$ cat src/rtl/dac_tag_fifo.sv
module dac_tag_fifo #(
  parameter int DEPTH    = 4,
  parameter int DATA_W   = 32,
  parameter int SAMPLE_W = 12,
  parameter int CHAN_W   = 2
) (
  input  logic                clk,
  input  logic                rst_n,
  input  logic                soft_rst,
  input  logic                ctrl_ready,
  input  logic                word_mode,
  input  logic                tag_mode,
  input  logic [CHAN_W-1:0]   user_chan,
  input  logic                wr_en,
  input  logic [DATA_W-1:0]   wr_data,
  output logic                tx_ready,
  output logic                overflow,
  output logic                entry_valid,
  output logic [SAMPLE_W-1:0] entry_sample,
  output logic [CHAN_W-1:0]   entry_chan,
  input  logic                pop
);

  localparam int HALF_W = DATA_W / 2;
  localparam int AW     = $clog2(DEPTH);
  localparam int CW     = AW + 1;
  localparam int ENT_W  = CHAN_W + SAMPLE_W;

  initial begin
    assert (DEPTH >= 2 && (1 << AW) == DEPTH && SAMPLE_W + CHAN_W <= HALF_W)
      else $error("dac_tag_fifo: unsupported parameters");
  end

  logic [ENT_W-1:0] mem [DEPTH];
  logic [AW-1:0]    wr_ptr, rd_ptr;
  logic [CW-1:0]    count, free_cnt, n_push;
  logic [HALF_W-1:0] half_lo, half_hi;
  logic [ENT_W-1:0] ent_lo, ent_hi;
  logic accept, reject, do_pop;

  assign half_lo  = wr_data[HALF_W-1:0];
  assign half_hi  = wr_data[DATA_W-1:HALF_W];
  assign ent_lo   = {tag_mode ? half_lo[SAMPLE_W +: CHAN_W] : user_chan, half_lo[SAMPLE_W-1:0]};
  assign ent_hi   = {tag_mode ? half_hi[SAMPLE_W +: CHAN_W] : user_chan, half_hi[SAMPLE_W-1:0]};

  assign free_cnt = CW'(DEPTH) - count;
  assign tx_ready = ctrl_ready && (word_mode ? (free_cnt >= CW'(2)) : (free_cnt >= CW'(1)));
  assign accept   = wr_en && tx_ready;
  assign reject   = wr_en && !tx_ready;
  assign do_pop   = pop && entry_valid;
  assign n_push   = !accept ? CW'(0) : (word_mode ? CW'(2) : CW'(1));

  assign entry_valid  = (count != '0);
  assign entry_sample = mem[rd_ptr][SAMPLE_W-1:0];
  assign entry_chan   = mem[rd_ptr][ENT_W-1:SAMPLE_W];

  always_ff @(posedge clk) begin
    if (accept && !soft_rst) begin
      mem[wr_ptr] <= ent_lo;
      if (word_mode) mem[wr_ptr + AW'(1)] <= ent_hi;
    end
  end

  always_ff @(posedge clk or negedge rst_n) begin
    if (!rst_n) begin
      wr_ptr   <= '0;
      rd_ptr   <= '0;
      count    <= '0;
      overflow <= 1'b0;
    end else if (soft_rst) begin
      wr_ptr   <= '0;
      rd_ptr   <= '0;
      count    <= '0;
      overflow <= 1'b0;
    end else begin
      wr_ptr   <= wr_ptr + AW'(n_push);
      rd_ptr   <= rd_ptr + AW'(do_pop);
      count    <= count + n_push - CW'(do_pop);
      overflow <= overflow | reject;
    end
  end

  p_count_cap_r1: assert property (@(posedge clk) disable iff (!rst_n)
    count <= CW'(DEPTH));

  p_half_push_r2: assert property (@(posedge clk) disable iff (!rst_n)
    accept && !word_mode && !pop && !soft_rst |=> count == $past(count) + CW'(1));

  p_word_push_r3: assert property (@(posedge clk) disable iff (!rst_n)
    accept && word_mode && !pop && !soft_rst |=> count == $past(count) + CW'(2));

  p_no_room_r7: assert property (@(posedge clk) disable iff (!rst_n)
    wr_en && word_mode && count > CW'(DEPTH - 2) && !pop && !soft_rst |=> $stable(count) && $stable(wr_ptr));

  p_reject_hold_r8: assert property (@(posedge clk) disable iff (!rst_n)
    reject && !pop && !soft_rst |=> $stable(count) && overflow);

  p_sticky_r8: assert property (@(posedge clk) disable iff (!rst_n)
    overflow && !soft_rst |=> overflow);

  p_flush_r9: assert property (@(posedge clk) disable iff (!rst_n)
    soft_rst |=> !entry_valid && !overflow);

  p_pop_empty_r10: assert property (@(posedge clk) disable iff (!rst_n)
    !entry_valid && !wr_en && !soft_rst |=> !entry_valid);

endmodule

$ cat config.mk
export PLATFORM = sky130hd
export DESIGN_NAME = dac_tag_fifo
export DESIGN_NICKNAME = d
export VERILOG_FILES = /design/src/rtl/dac_tag_fifo.sv
export SDC_FILE = /design/constraint.sdc
export NUM_CORES = 1
export LEC_CHECK = 0
export ABC_AREA = 1
export BUFFER_PORTS_ARGS = -buffer_cell sky130_fd_sc_hd__buf_2
export CAP_MARGIN = 20
export CORE_ASPECT_RATIO = 0.5
export CORE_MARGIN = 2
export CORE_UTILIZATION = 35
export DETAILED_ROUTE_END_ITERATION = 10
export PLACE_DENSITY_LB_ADDON = 0.15
export SETUP_SLACK_MARGIN = 0.05
export SYNTH_ARGS = -nofsm -noshare
export SYNTH_HDL_FRONTEND = slang
export SYNTH_SLANG_ARGS = --single-unit
$ cat constraint.sdc
create_clock -name clk -period 3.09 [get_ports clk]
set_input_delay 0.618 -clock clk [delete_from_list [all_inputs] [get_ports clk]]
set_output_delay 0.618 -clock clk [all_outputs]
set_load 0.1 [all_outputs]
== Word-level counts from Yosys, hierarchy flattened ==
Memory sizes are Yosys's and may differ from the RTL's.
Cells that the tools add are included.
Widths: inputs -> output; s select.
Word-level totals
  register bits: 8
  latch bits: 0
  memory bits (writable): 56
  ROM bits: 0
  output and inout bits: 17
  logic and storage cells: 36
  memories: 1
Memory list
  mem: depth 4, bits a word 14, rd ports 1, clocked after Yosys merged registers in 0, write ports 2, RTL line 34  | logic [ENT_W-1:0] mem [DEPTH];
Operators by class
  add/subtract/negate cells: 6
  multipliers: 0
  divide/modulo/power cells: 0
  magnitude comparators: 2
  equal/unequal tests: 0
  shift-type cells: 0
  mux-type cells: 14
  bitwise operators: 1
  reductions and logical operators: 8
Operators by type and width (number)
  $mux 2: 6
  $mux 1: 7
  $logic_and 1x1->1: 5
  $add 3x2->3: 1
  $ge 3x1->1 const B: 1
  $ge 3x2->1 const B: 1
  $mux 3: 1
  $reduce_bool 3->1: 1
  $sub 3x1->3: 1
  $sub 3x3->3 const A: 1
  $add 2x1->2: 1
  $add 2x1->2 const B: 1
  $add 2x2->2: 1
  $logic_not 1->1: 2
  $or 1x1->1: 1

== Longest topological paths before layout ==
  word-level depth: 9
  gate-level depth with buffers: 16
  gate-level depth less buffers: 16

== Worst setup path after synthesis ==
Ideal clock, no wire load.
  kind: register -> output
  start: register rd_ptr[0]
  end: output port entry_sample[10]
  arrival: 2443 ps
  data required time: 2472 ps
  slack: 29 ps
  stages on the path, launching flop included: 5
  buffers on the path: 2
  path through: dfrtp_1 clkbuf_1 clkbuf_1 nor2_1 o22ai_1
Between the ends
  word-level cells in the longest chain between the ends: 1
Ends and longest elaborated chain
  start: declaration: RTL line 35  | logic [AW-1:0] wr_ptr, rd_ptr;
  start signal: assignment: RTL line 77  | rd_ptr <= rd_ptr + AW'(do_pop);
  $mem_v2 4x14
  end: declaration: RTL line 19  | output logic [SAMPLE_W-1:0] entry_sample,
Every way passes these cells.

== Worst setup path after layout ==
  start: register rd_ptr[0]
  end: output port entry_sample[5]
Same word-level chain as after synthesis.

==> results.cfg <==
[synth]
synth_xor_area_share_pct = 0.750
yosys_warnings = 0
synth_fa_ha_area_share_pct = 3.79
synth_top_family_by_area = simple AND/OR/NAND/NOR gates
synthTopCellsByArea = edfxtp_1 48%, nand2_1 14%, nand3_1 8.7%
synth.largest_area_cell = edfxtp_1
synth-main-ff-cell = edfxtp_1
synth_edf_count = 56
yosys.area_share.simple_pct = 28.3
synthTopCellsByCount = 134 x nand2_1, 61 x nand3_1, 56 x edfxtp_1, 41 x nor2_1, 32 x o21ai_0
syn_area_per_cell_um2 = 8.52
ys_types = 21
async_flop_share_pct = 12.5
synth_seq_area_share_pct = 53.7
syn_nets = 463
yosysTopAreaCellShare_pct = 48.0
syn_inst = 411
synth-seq-cells = 64
yosysMostFrequentCell = nand2_1
synth_mux_area_share_pct = 0
synth_compound_area_share_pct = 7.36
syn_area_um2 = 3500

[clock_tree]
cts_resized = 0
clk_latency_ns = 0.34
cts.path.max_buffers = 2
postCtsSetupBuffers = 0
tritoncts = built
clockRootBuffer = clkbuf_16
hold_buffers = 0
cts.clk_slew.worst_paths_ns = 0.05
numCtsBuffers = 9
cts.sinks = 64
cts_htree_levels = 3

[floorplan]
die_area_um2 = 10900
dieHeight_um = 74.7
initial_core_util_pct = 36.6
core_area_um2 = 9570
num_rows = 25
die_w_um = 145
ios = 59

[drt]
vias_per_cell = 4.81
dr_wl_met3_um = 809
drt-wirelength-per-cell_um = 15.8
vias = 2931
first_pass_iters = 4
post-route-drc-count = 0
drt_iter0_drc = 233
routed_wl_mm = 9.63
met2WireLength_mm = 4.45
wl_met1_mm = 4.34
top_layer = met4
ant_nets = 0

[sta]
slew_violations = 0
clock.fmax_ghz = 0.384
final-hold-violation-count = 0
worst_pin_slew_ns = 0.617
hold-worst-slack_ns = 0.122
rsz0062_at_grt = false
finalCritPeriodShare_pct = 84.2
fin_crit_ns = 2.60
setup_tns_ns = 0
skew_ns = 0.00758
setup_viol = 0
relSlewSlack_pct = 58.7

[global_routing]
grt_max_degree = 37
grt_pass1_vias = 2870
overflow = 0
antenna_found_initial = 0
gr-usage-all-layers_pct = 19.1
grt_pass1_wl_mm = 15.3

[place]
port_buffers = 54
dp_hpwl_mm = 5.98
place.gp.congestion = 0.756

[pwr]
power_density_nw_per_um2 = 896
peakVddDrop_v = 0.000677
leakagePower_uw = 0.00196

[final_layout]
nNetsFinal = 521
drive_above_1_share_pct = 20.9
fillCellCount = 983
antenna_cells = 0
area_delta_synth_final_pct = 23.9

[outcome]
outcome = complete, no violations

[run]
drv_cap = 0

[worst_hold_path]
hold_path_class = input pin to asynchronous set/reset pin

[critical_path]
worstSetupStartpointType = flop
rr_worst_depth = 16
worstPathRequired_ns = 2.47
path_max_fanout = 28
crit_path_end_kind = output pin
worst-setup-path-type = flop to output pin
arrival_ns = 1.98
through the flow:
| stage | area [um2] | utilization, % | total power [uW] | worst slack [ns] | instances |
|---|---|---|---|---|---|
| 2_1_floorplan | 3570 | - | 2480 | 0.0679 | 411 |
| 3_3_place_gp | 4020 | 41.9 | 2820 | 0.468 | 593 |
| 3_5_place_dp | 4020 | 41.9 | 2830 | 0.464 | 593 |
| 4_1_cts | 4340 | 45.3 | 3930 | 0.153 | 609 |
| 5_1_grt | 4340 | 45.3 | 4100 | 0.275 | 609 |
| 6_report | 4340 | 45.3 | 3890 | 0.488 | 609 |
power breakdown:
group          switching, uW  internal, uW
sequential              35.0          1020
combinational           1390           350
clock                    385           706
logic make-up after synthesis:
family,Yosys count
AO/OA/AOI/OAI,48
XOR/XNOR,3
adder cells (fa/ha/maj),10
buffers and inverters,46
flip-flops,64
AND/OR/NAND/NOR,240
final timing paths:
| check | start | end | slack [ns] |
|---|---|---|---|
| setup reg to reg | count[0] | count[2] | 0.50 |
| hold reg to reg | overflow | overflow | 0.50 |
| max in group asynchronous | rst_n | rd_ptr[1] | 2.80 |
| hold / removal | rst_n | count[0] | 0.12 |
| min in group clk | overflow | overflow | 0.50 |
| setup / recovery | rd_ptr[0] | entry_sample[5] | 0.49 |
flip-flops by register name (all words and copies together), names as in the netlist:
name	count
overflow	1
mem	56
rd_ptr	2
wr_ptr	2
count	3
per-layer routing:
layer,vias up,global-route usage [%]
met1,1332,25.7
met5,-,0
met2,90,30.6
met3,4,5.64
li1,1505,-
met4,0,5.77
critical path, stage by stage, from the launching register on:
cell,delay (ns)
dfrtp_1,0.38
clkinvlp_4,0.45
o21ai_0,0.39
o22ai_2,0.10
buf_2,0.30
cell type report:
cell class              count  area, um2  area share [%]
clock buffers               9        225            5.19
clock inverters             7       96.3            2.22
inverters                  24       93.8            2.16
multi-input cells         301       1480            34.1
flip-flops and latches     64       1880            43.4
well taps                 135        169            3.89
repair buffers             69        395            9.11
placed cells by master (no fill, tap or decap), drive strengths merged:
cell,netlist,final
o21ai,32,32
inv,22,22
clkinvlp,0,1
xnor2,1,1
clkinv,2,6
dfrtp,8,8
fa,1,1
a21oi,2,2
xor2,2,2
buf,10,69
nor2,42,42
ha,9,9
nand2,135,135
nand4,2,2
edfxtp,56,56
nand3,61,61
clkbuf,12,9
o22ai,14,14
bufinv,0,2
(Power assumes the default switching activity.)
